==> src/rtl/scl_pkg.sv <==
package scl_pkg;
  localparam int PSC_W = 8;
  localparam int DIV_W = 16;
  localparam int OFS_W = 4;

  // fixed phase offset selected by the prescaler value
  function automatic logic [OFS_W-1:0] phase_offset(input logic [PSC_W-1:0] p);
    if (p == '0)      return OFS_W'(7);
    else if (p == 1)  return OFS_W'(6);
    else              return OFS_W'(5);
  endfunction
endpackage

==> src/rtl/scl_cfg.sv <==
module scl_cfg
  import scl_pkg::*;
#(
  parameter int PW = PSC_W,
  parameter int DW = DIV_W
) (
  input  logic          clk,
  input  logic          rst,
  input  logic          mod_en,
  input  logic [PW-1:0] psc_in,
  input  logic [DW-1:0] low_in,
  input  logic [DW-1:0] high_in,
  output logic          start,
  output logic          run,
  output logic [PW-1:0] psc_q,
  output logic [DW:0]   low_len,
  output logic [DW:0]   high_len
);
  localparam int LW = DW + 1;

  logic en_q;
  logic [OFS_W-1:0] ofs;

  assign start = mod_en & ~en_q;
  assign ofs   = phase_offset(PW'(psc_in));

  always_ff @(posedge clk) begin
    if (rst) begin
      en_q     <= 1'b0;
      run      <= 1'b0;
      psc_q    <= '0;
      low_len  <= '0;
      high_len <= '0;
    end else begin
      en_q <= mod_en;
      if (!mod_en) begin
        run <= 1'b0;
      end else if (start) begin
        run      <= 1'b1;
        psc_q    <= psc_in;
        low_len  <= {1'b0, low_in}  + LW'(ofs);
        high_len <= {1'b0, high_in} + LW'(ofs);
      end
    end
  end

  // latched configuration does not move while enabled
  assert_cfg_hold_R6: assert property (@(posedge clk) disable iff (rst)
    (run && mod_en) |=> ($stable(psc_q) && $stable(low_len) && $stable(high_len)));

  // every latched length carries at least the smallest offset
  assert_len_offset_R5: assert property (@(posedge clk) disable iff (rst)
    run |-> (low_len >= LW'(5) && high_len >= LW'(5)));
endmodule

==> src/rtl/scl_presc.sv <==
module scl_presc #(
  parameter int PW = 8
) (
  input  logic          clk,
  input  logic          rst,
  input  logic          run,
  input  logic          start,
  input  logic [PW-1:0] div,
  output logic          tick
);
  logic [PW-1:0] pc;

  assign tick = run && (pc == div);

  always_ff @(posedge clk) begin
    if (rst || !run || start) pc <= '0;
    else if (tick)            pc <= '0;
    else                      pc <= pc + 1'b1;
  end

  // ticks are spaced by div+1 clocks, so two in a row only when div is 0
  assert_tick_spacing_R3: assert property (@(posedge clk) disable iff (rst)
    (tick && div != '0 && !start) |=> !tick);
endmodule

==> src/rtl/scl_phase.sv <==
module scl_phase #(
  parameter int LW = 17
) (
  input  logic          clk,
  input  logic          rst,
  input  logic          mod_en,
  input  logic          start,
  input  logic          tick,
  input  logic [LW-1:0] low_len,
  input  logic [LW-1:0] high_len,
  output logic          scl_q,
  output logic          fall_stb
);
  logic [LW-1:0] cnt;
  logic [LW-1:0] cur_len;
  logic          last;

  assign cur_len = scl_q ? high_len : low_len;
  assign last    = (cnt == cur_len - LW'(1));

  always_ff @(posedge clk) begin
    if (rst || !mod_en) begin
      scl_q    <= 1'b1;
      cnt      <= '0;
      fall_stb <= 1'b0;
    end else if (start) begin
      scl_q    <= 1'b0;
      cnt      <= '0;
      fall_stb <= 1'b1;
    end else begin
      fall_stb <= 1'b0;
      if (tick) begin
        if (last) begin
          cnt      <= '0;
          scl_q    <= ~scl_q;
          fall_stb <= scl_q;
        end else begin
          cnt <= cnt + 1'b1;
        end
      end
    end
  end

  assert_idle_high_R1: assert property (@(posedge clk) disable iff (rst)
    !mod_en |=> (scl_q && !fall_stb));

  assert_start_low_R2: assert property (@(posedge clk) disable iff (rst)
    start |=> (!scl_q && fall_stb));

  assert_strobe_low_R8: assert property (@(posedge clk) disable iff (rst)
    fall_stb |-> !scl_q);

  assert_fall_marked_R8: assert property (@(posedge clk) disable iff (rst)
    $fell(scl_q) |-> fall_stb);

  assert_cnt_bound_R4: assert property (@(posedge clk) disable iff (rst)
    (mod_en && !start && !$past(start)) |-> (cnt < cur_len));
endmodule

==> src/rtl/scl_clkgen.sv <==
module scl_clkgen
  import scl_pkg::*;
#(
  parameter int PW = PSC_W,
  parameter int DW = DIV_W
) (
  input  logic          clk,
  input  logic          rst,
  input  logic          mod_en,
  input  logic          master_mode,
  input  logic [PW-1:0] psc_in,
  input  logic [DW-1:0] low_in,
  input  logic [DW-1:0] high_in,
  output logic          scl_o,
  output logic          fall_stb
);
  localparam int LW = DW + 1;

  logic          start, run, tick, scl_q, master_q;
  logic [PW-1:0] psc_q;
  logic [LW-1:0] low_len, high_len;

  scl_cfg #(.PW(PW), .DW(DW)) u_cfg (
    .clk(clk), .rst(rst), .mod_en(mod_en),
    .psc_in(psc_in), .low_in(low_in), .high_in(high_in),
    .start(start), .run(run), .psc_q(psc_q),
    .low_len(low_len), .high_len(high_len)
  );

  scl_presc #(.PW(PW)) u_presc (
    .clk(clk), .rst(rst), .run(run), .start(start),
    .div(psc_q), .tick(tick)
  );

  scl_phase #(.LW(LW)) u_phase (
    .clk(clk), .rst(rst), .mod_en(mod_en), .start(start), .tick(tick),
    .low_len(low_len), .high_len(high_len),
    .scl_q(scl_q), .fall_stb(fall_stb)
  );

  always_ff @(posedge clk) begin
    if (rst) master_q <= 1'b0;
    else     master_q <= master_mode;
  end

  assign scl_o = scl_q | ~master_q;

  assert_master_gate_R7: assert property (@(posedge clk) disable iff (rst)
    !master_mode |=> scl_o);

  assert_disable_release_R10: assert property (@(posedge clk) disable iff (rst)
    !mod_en |=> (scl_o && !fall_stb));
endmodule

==> config.mk <==
export PLATFORM = sky130hd
export DESIGN_NAME = scl_clkgen
export DESIGN_NICKNAME = d
export VERILOG_FILES = /design/src/rtl/scl_pkg.sv /design/src/rtl/scl_cfg.sv /design/src/rtl/scl_presc.sv /design/src/rtl/scl_phase.sv /design/src/rtl/scl_clkgen.sv
export SDC_FILE = /design/constraint.sdc
export NUM_CORES = 1
export LEC_CHECK = 0
export ABC_AREA = 1
export BUFFER_PORTS_ARGS = -buffer_cell sky130_fd_sc_hd__buf_2
export CAP_MARGIN = 15
export CORE_ASPECT_RATIO = 1.5
export CORE_MARGIN = 3
export CORE_UTILIZATION = 56
export CTS_BUF_LIST = sky130_fd_sc_hd__clkbuf_4 sky130_fd_sc_hd__clkbuf_8
export CTS_CLUSTER_SIZE = 12
export DETAILED_ROUTE_END_ITERATION = 16
export PLACE_DENSITY = 0.8
export RECOVER_POWER = 100
export REMOVE_ABC_BUFFERS = 1
export SETUP_SLACK_MARGIN = 0.5
export SYNTH_ARGS = -nofsm -noshare
export SYNTH_HDL_FRONTEND = slang
export SYNTH_SLANG_ARGS = --single-unit
==> constraint.sdc <==
create_clock -name clk -period 3 [get_ports clk]
set_input_delay 0.3 -clock clk [delete_from_list [all_inputs] [get_ports clk]]
set_output_delay 0.3 -clock clk [all_outputs]
set_load 0.1 [all_outputs]
Yosys cells after proc, flatten, opt, wreduce, memory -nomap -nowiden

Index checks and enable logic that the tools add are counted.

Memories kept: 0
Memory bits (writable): 0
Word-level logic and storage cells: 48
ROM bits: 0
Register bits after elaboration: 72
Bits in latches: 0

Bitwise gates (word level): 6
Add/subtract/negate cells: 5
Equality and inequality tests: 3
$lt $le $gt $ge: 0
$mul: 0
Mux-type cells: 10
Shift operators: 0
Reductions and logical operators: 14
Div/mod/pow operators: 0

Operator list:

| operator              | count |
|---|---|
| $add 16x4->17         | 2 |
| $mux 17               | 2 |
| $add 17x1->17 const B | 1 |
| $eq 17x17->1          | 1 |
| $sub 17x1->17 const B | 1 |
| $add 8x1->8 const B   | 1 |
| $eq 8x1->1 const B    | 1 |
| $eq 8x8->1            | 1 |
| $logic_not 8->1       | 1 |
| $mux 1                | 6 |
| $reduce_or 2->1       | 3 |
| $mux 4                | 1 |
| $not 1->1             | 4 |
| $reduce_and 2->1      | 2 |
| $reduce_bool 2->1     | 2 |
| $logic_or 1x1->1      | 3 |
| $logic_not 1->1       | 2 |
| $mux 2                | 1 |
| $and 1x1->1           | 1 |
| $logic_and 1x1->1     | 1 |
| $or 1x1->1            | 1 |

Longest topological paths before layout

Gate-level depths: netlist of run 1.

Word-level depth: 6
Depth in mapped cells: 19
Depth with buffers taken out: 17

Hierarchy

From an unflattened synthesis of run 1, not the netlist that was laid out.

Cell total of the unflattened synthesis: 858
Area, all modules: 5013.6 um^2

By module, submodules not included:

| module     | area an instance (um^2) | instances | cells each |
|---|---|---|---|
| scl_cfg    | 2438.6                  | 1         | 385 |
| scl_phase  | 2003.2                  | 1         | 380 |
| scl_presc  | 534.3                   | 1         | 88 |
| scl_clkgen | 37.5                    | 1         | 5 |

Worst setup path before layout of run 1

OpenSTA, ideal clock, no wires.

Kind: input to register
From: input psc_in[1]
To: register u_cfg.high_len[14]
Stages: 13
Arrival time: 3163 ps
Required time: 2885 ps
Setup slack: -278 ps
Path through: or4_1 -> nor4_1 -> nand2_1 -> ha_1 -> fa_1 -> o21ai_0 -> nor2_1 -> nand3_1 -> nor2_1 -> nand3_1 -> xnor2_1 -> o21ai_0 -> inv_1

Cells in the longest elaborated chain, start to end: 4
Elaborated cells on any way between the ends: 5
Those cells by class: add/sub (1); eq/ne (1); mux (2); reduce/logical (1)

RTL lines:

| element                | RTL line         | RTL |
|---|---|---|
| start: declaration     | scl_clkgen.sv:11 | `input logic [PW-1:0] psc_in,` |
| $eq 8x1->1             | scl_pkg.sv:9     | `else if (p == 1) return OFS_W'(6);` |
| $mux 2                 | scl_pkg.sv:9     |  |
| $mux 4 (*)             | scl_pkg.sv:8     | `if (p == '0) return OFS_W'(7);` |
| $add 16x4->17 (*)      | scl_cfg.sv:42    | `high_len <= {1'b0, high_in} + LW'(ofs);` |
| end signal: assignment | scl_cfg.sv:42    |  |
| end: declaration       | scl_cfg.sv:17    | `output logic [DW:0] high_len` |

Mark *: on every way between the ends. The rest lies on a longest branch, timed or not.
A chain may end at the register's enable or synchronous reset.

Worst setup path in the final report of run 1

Ends and elaborated chain as after synthesis.

==> metrics.csv, run 1 <==
metric,value,unit
status,finished clean,
crit_path_start_kind,input port,
met1Wirelength,4820,µm
clk_latency,360,ps
maxSlewHeadroom,16.7,%
num_rows,39,
port_buffers,45,
final_antenna_net_count,0,
p_int,1.66,mW
p_per_area,456,mW/mm²
hold_violations,0,
critPathRequiredTime,3260,ps
cts_sinks,72,
syn2layout_area_growth,15.2,%
yosysWarnings,0,
worst-path-max-fanout,4,
dieWidth,80.0,µm
max_freq,397,MHz
numCtsBuffers,9,
drtIter0Drc,267,
pwr-share-comb,22.3,%
fin_skew,5.78,ps
gp_congestion,0.896,
first_pass_iters,5,
routed-wl-met2,5720,µm
wl_per_cell,12.9,µm
worst_pin_slew,1250,ps
finalNetCount,834,
p_leak,2.55,nW
cp.buffers_inverters,3,
path_cells,"buf_2, or4_1, nor4_4, clkbuf_1, fa_1, o21ai_2, nor2_1, nand3_1, nor2_2, nand3_1, xnor2_1, o21ai_0, inv_1",
route.met3.wl,405,µm
die_y,117,µm
antenna_found_initial,0,
switchingPower,0.764,mW
seqPwrFrac,42.5,%
cts_buffer_depth,2,
final_util,67.9,%
layout_common_cells,"nand2_1, inv_1, nor2_1, dfxtp_1, o21ai_0",
diodes,0,
period_minus_slack,2520,ps
grt_start_max_net_pins,45,
multi_input_comb_area,0.00276,mm²
slew_viol_final,0,
worstSetupEndpointType,flop,
seq_area,0.00145,mm²
grt-ovfl-total,0,
hold_buffers,0,
synth_cell_types,32,
dieArea,0.00937,mm²
cts_tree,done,
grt_pass1_wl,18400,µm
synth_area_per_cell,6.34,µm²
yosysSeqAreaShare,31.3,%
critPathTopFamily,simple AND/OR/NAND/NOR gates,
finalSetupViolCount,0,
top_layer,met4,
timing.hold.ws,135,ps
drv_cap,0,
post_drt_via_cell_ratio,5.14,
setup-tns-final,0,ps
stdcell_count,887,
hp-class,input port to flop,
drive_above_1_share,12.2,%
synth_area,0.00461,mm²
synth_cells,726,
io_pins,46,
slowest_delay,570,ps
rsz0062_at_grt,yes,
crit_slowest_cell,or4_1,
fillCellCount,718,
timing_worst_setup_path_type,input port to flop,
final_common_cell,nand2_1,
arrival,2770,ps
place_hpwl,8390,µm
swShare,31.6,%
grt_pass1_vias,4303,
clkPwrFrac,35.3,%
start_util,59.0,%
drc,0,
peakVddDrop,321,µV
place_inst,865,
cpMostUsedCell,nand3_1,
clock_tree.root_cell,clkbuf_8,
yosys_register_bits,72,
totalWireLength,11400,µm
clk_pin_slew,80,ps
period_share,83.9,%
vias,4555,
h-tree-depth,3,
gr-usage-all-layers,24.9,%
fp.coreArea,0.00781,mm²
==> registers in the layout, summed over array words and instances (netlist names) <==
signal and cells:
u_cfg.high_len 17, u_cfg.low_len 17, u_phase.cnt 17, u_cfg.psc_q 8, u_presc.pc 8, master_q 1, u_cfg.en_q 1, u_cfg.run 1
u_phase.fall_stb 1, u_phase.scl_q 1
==> tightest hold or removal path, cell delays in order <==
cell	delay, ps
buf_2	70
inv_1	30
nor2_1	60
==> cell usage after synthesis <==
| cell type | number | area, µm² |
|---|---|---|
| o211ai_1 | 2 | 15.0 |
| o21ai_0 | 52 | 260 |
| buf_6 | 4 | 45.0 |
| a21oi_1 | 42 | 210 |
| o21bai_1 | 1 | 7.51 |
| nand2_4 | 1 | 11.3 |
| dfxtp_1 | 72 | 1440 |
| buf_1 | 3 | 11.3 |
| fa_1 | 2 | 40.0 |
| nand2_1 | 182 | 683 |
| nand3b_1 | 8 | 60.1 |
| inv_1 | 113 | 424 |
| inv_2 | 1 | 3.75 |
| o21a_1 | 2 | 15.0 |
| nor2_1 | 86 | 323 |
| o21ai_2 | 1 | 8.76 |
| or4_1 | 1 | 7.51 |
| buf_2 | 2 | 10.0 |
| ha_1 | 7 | 87.6 |
| xnor2_1 | 9 | 78.8 |
| o21ai_1 | 5 | 25.0 |
| nor3_1 | 14 | 70.1 |
| clkbuf_1 | 10 | 37.5 |
| xor2_1 | 38 | 333 |
| nor3b_1 | 8 | 60.1 |
| nor2_2 | 6 | 37.5 |
| a211o_1 | 1 | 8.76 |
| nand3_2 | 1 | 10.0 |
| nor4_1 | 3 | 18.8 |
| nand4_1 | 11 | 68.8 |
| o22ai_1 | 2 | 12.5 |
| nand3_1 | 36 | 180 |
==> routing by layer <==
metal  vias up  global-route usage, %
li1       2397                      -
met4         0                   13.4
met2       103                   43.9
met1      2025                   28.5
met5         -                      0
met3        30                   3.91
==> final timing paths <==
path,slack (ps),startpoint,to,cells after the start
min reg2reg,460,u_cfg.low_len[1],u_cfg.low_len[1],2
min,140,master_mode,master_q,3
max,480,psc_in[1],u_cfg.high_len[14],13
max reg2reg,590,u_phase.scl_q,u_phase.cnt[10],18
==> stage by stage <==
stage | power, mW | area (µm²) | setup slack (ps)
after CTS | 2.39 | 5190 | 507
after detailed placement | 1.53 | 4940 | -95.7
after global routing | 2.53 | 5300 | 227
after global placement | 1.52 | 4940 | 7.42
final | 2.42 | 5300 | 484
after floorplan | 1.39 | 4500 | -287
==> power by group through the flow <==
stage          Sequential, mW  Combinational, mW  Clock (mW)
3_5_place_dp             1.05              0.485           0
3_3_place_gp             1.05              0.472           0
2_1_floorplan            1.05              0.331           0
6_report                 1.03              0.538       0.853
5_1_grt                  1.03              0.609       0.893
4_1_cts                  1.03              0.500       0.864
==> logic make-up (layout without fill, tap and decap cells) <==
kind of cell,Yosys count,count (layout),share of synthesized area (%)
AO/OA/AOI/OAI,108,108,12.2
XOR/XNOR,47,47,8.94
adder cells (fa/ha/maj),9,9,2.77
buffers and inverters,133,190,11.5
flip-flops,72,72,31.3
AND/OR/NAND/NOR,357,359,33.2
==> timing repair <==
item	in CTS	in global routing
resized for setup	7	31
pin swaps	1	4
buffers inserted	2	3
cloned	0	2
hold endpoints to repair	0	0
setup endpoints to repair	29	33
==> layout make-up <==
cell class	count	area share, %
clock inverters	6	1.60
flip-flops and latches	72	27.2
inverters	114	8.12
clock buffers	9	2.34
multi-input cells	523	52.0
well taps	102	2.41
repair buffers	61	6.25
(Power assumes the default switching activity.)
==> inputs of run 2 (changes only) <==
==> constraint.sdc (replaced) <==
create_clock -name clk -period 2.15 [get_ports clk]
set_input_delay 0.215 -clock clk [delete_from_list [all_inputs] [get_ports clk]]
set_output_delay 0.215 -clock clk [all_outputs]
set_load 0.1 [all_outputs]
==> run 2 against run 1 <==
  * The run now ends with negative setup slack left
  * Critical path depth up 4
  * Power up 64%
  * Worst hold slack worse by 39 ps
  * Sequential cell count is the same
  * Core utilization rose by 18 points
  * Cell area increased by 26%
  * Clock skew up 7.6 ps
  * Global-route usage grew 11 points
  * Worst setup slack got worse by 840 ps
  * Highest routed layer unchanged
==> metrics.csv, run 2 (synthesis results as in run 1) <==
metric,value,unit
port_buffers,45,
period_share,116,%
maxSlewHeadroom,22.4,%
crit_path_start_kind,flop,
arrival,2770,ps
syn2layout_area_growth,45.2,%
path_cells,"inv_4, buf_12, nand2_1, nand2_1, buf_4, nand2_1, nor2_2, nand3_1, nand2_1, nor2_1, nor2_1, nand3_2, nor2_4, buf_6, nand3_2, nand2_1, a21oi_1",
min-delay-start,master_mode,
r2r-start,u_phase.scl_q,
power,3.97,mW
rsz0062_at_grt,yes,
gr-usage-all-layers,36.3,%
h-tree-depth,3,
clk_pin_slew,90,ps
cp.buffers_inverters,4,
final_common_cell,nand2_1,
hp-class,input port to flop,
cpMostUsedCell,nand2_1,
worst-path-max-fanout,16,
dieWidth,80.0,µm
wl_per_cell,22.4,µm
numCtsBuffers,9,
status,"complete, but fails checks",
worstSetupEndpointType,flop,
r2r_end,u_phase.scl_q,
finalNetCount,911,
crit_slowest_cell,dfxtp_4,
layout_common_cells,"nand2_1, inv_1, dfxtp_1, buf_4, nor2_1",
reg2reg_depth,17,
grt-ovfl-total,0,
io_pins,46,
final_antenna_net_count,0,
worst_pin_slew,1160,ps
cts_buffer_depth,2,
grt_start_max_net_pins,51,
totalWireLength,21700,µm
post_drt_via_cell_ratio,6.59,
finalSetupViolCount,45,
drv_cap,0,
fin_skew,13.4,ps
clock_tree.root_cell,clkbuf_8,
p_leak,3.13,nW
dieArea,0.00937,mm²
peakVddDrop,581,µV
failed_checks,negative setup slack,
top_regs,"u_cfg.high_len x17, u_cfg.low_len x17, u_phase.cnt x17",
drive_above_1_share,33.7,%
fillCellCount,342,
clk_latency,390,ps
cts_sinks,72,
drc,0,
diodes,0,
critPathRequiredTime,2410,ps
max_freq,399,MHz
drtIter0Drc,1140,
start_util,59.0,%
grt_pass1_vias,5767,
final_util,85.7,%
num_rows,39,
timing.hold.ws,95.5,ps
grt_pass1_wl,26200,µm
gp_congestion,0.922,
timing_worst_setup_path_type,flop to flop,
vias,6357,
fp.coreArea,0.00781,mm²
period_minus_slack,2500,ps
die_y,117,µm
critPathTopFamily,simple AND/OR/NAND/NOR gates,
slew_viol_final,0,
fin_ws,-355,ps
slowest_delay,400,ps
whs_endpoint,master_q,
p_per_area,594,mW/mm²
crit_cells,17,
cts_tree,done,
antenna_found_initial,0,
hold_violations,0,
reg2reg_slack,-350,ps
place_hpwl,9280,µm
setup-tns-final,-10950,ps
first_pass_iters,8,
holdPathStages,3,
hold_buffers,0,
run 2: tightest hold or removal path, stage by stage:
cell	delay [ps]
buf_2	100
inv_1	60
nor2_1	60
run 2: layout make-up:
type	instances	area [µm²]	share of cell area, %
well taps	102	128	1.91
repair buffers	138	1120	16.7
clock buffers	11	151	2.26
clock inverters	5	63.8	0.954
inverters	114	434	6.49
multi-input cells	523	3340	50.0
flip-flops and latches	72	1450	21.7
run 2: power by group:
group / internal (mW) / total [mW] / switching, mW
clock network: 0.608 / 1.23 / 0.618
registers: 1.40 / 1.46 / 0.0593
logic: 0.496 / 1.29 / 0.791
run 2: how the worst max path moves through the flow:
stage / to / from
CTS: u_cfg.high_len[15] / psc_in[7]
detailed placement: u_cfg.high_len[14] / psc_in[1]
global route: u_phase.scl_q / u_phase.scl_q
finish: u_phase.scl_q / u_phase.scl_q
global placement: u_cfg.high_len[14] / psc_in[1]
floorplan: u_cfg.high_len[14] / psc_in[1]
run 2: what timing repair did:
item / in CTS / in global routing
endpoints found under the setup margin: 60 / 61
gates cloned: 4 / 0
pin swaps: 51 / 33
resized for setup: 159 / 71
setup buffers: 18 / 12
run 2: layer usage:
metal  global-route usage [%]  share of wire (%)  wire length (µm)
met5                        0                  0                 0
met4                     31.0                 13              2820
met3                     7.96                 12              2640
met2                     63.8                 45              9730
met1                     35.7                 30              6470
run 2: metrics by stage:
stage	cells	setup slack [ps]	area, µm²
after CTS	953	-288	6310
after floorplan	707	-1050	4500
final	965	-355	6690
after global placement	915	-718	5370
after global routing	965	-470	6690
after detailed placement	915	-825	5370
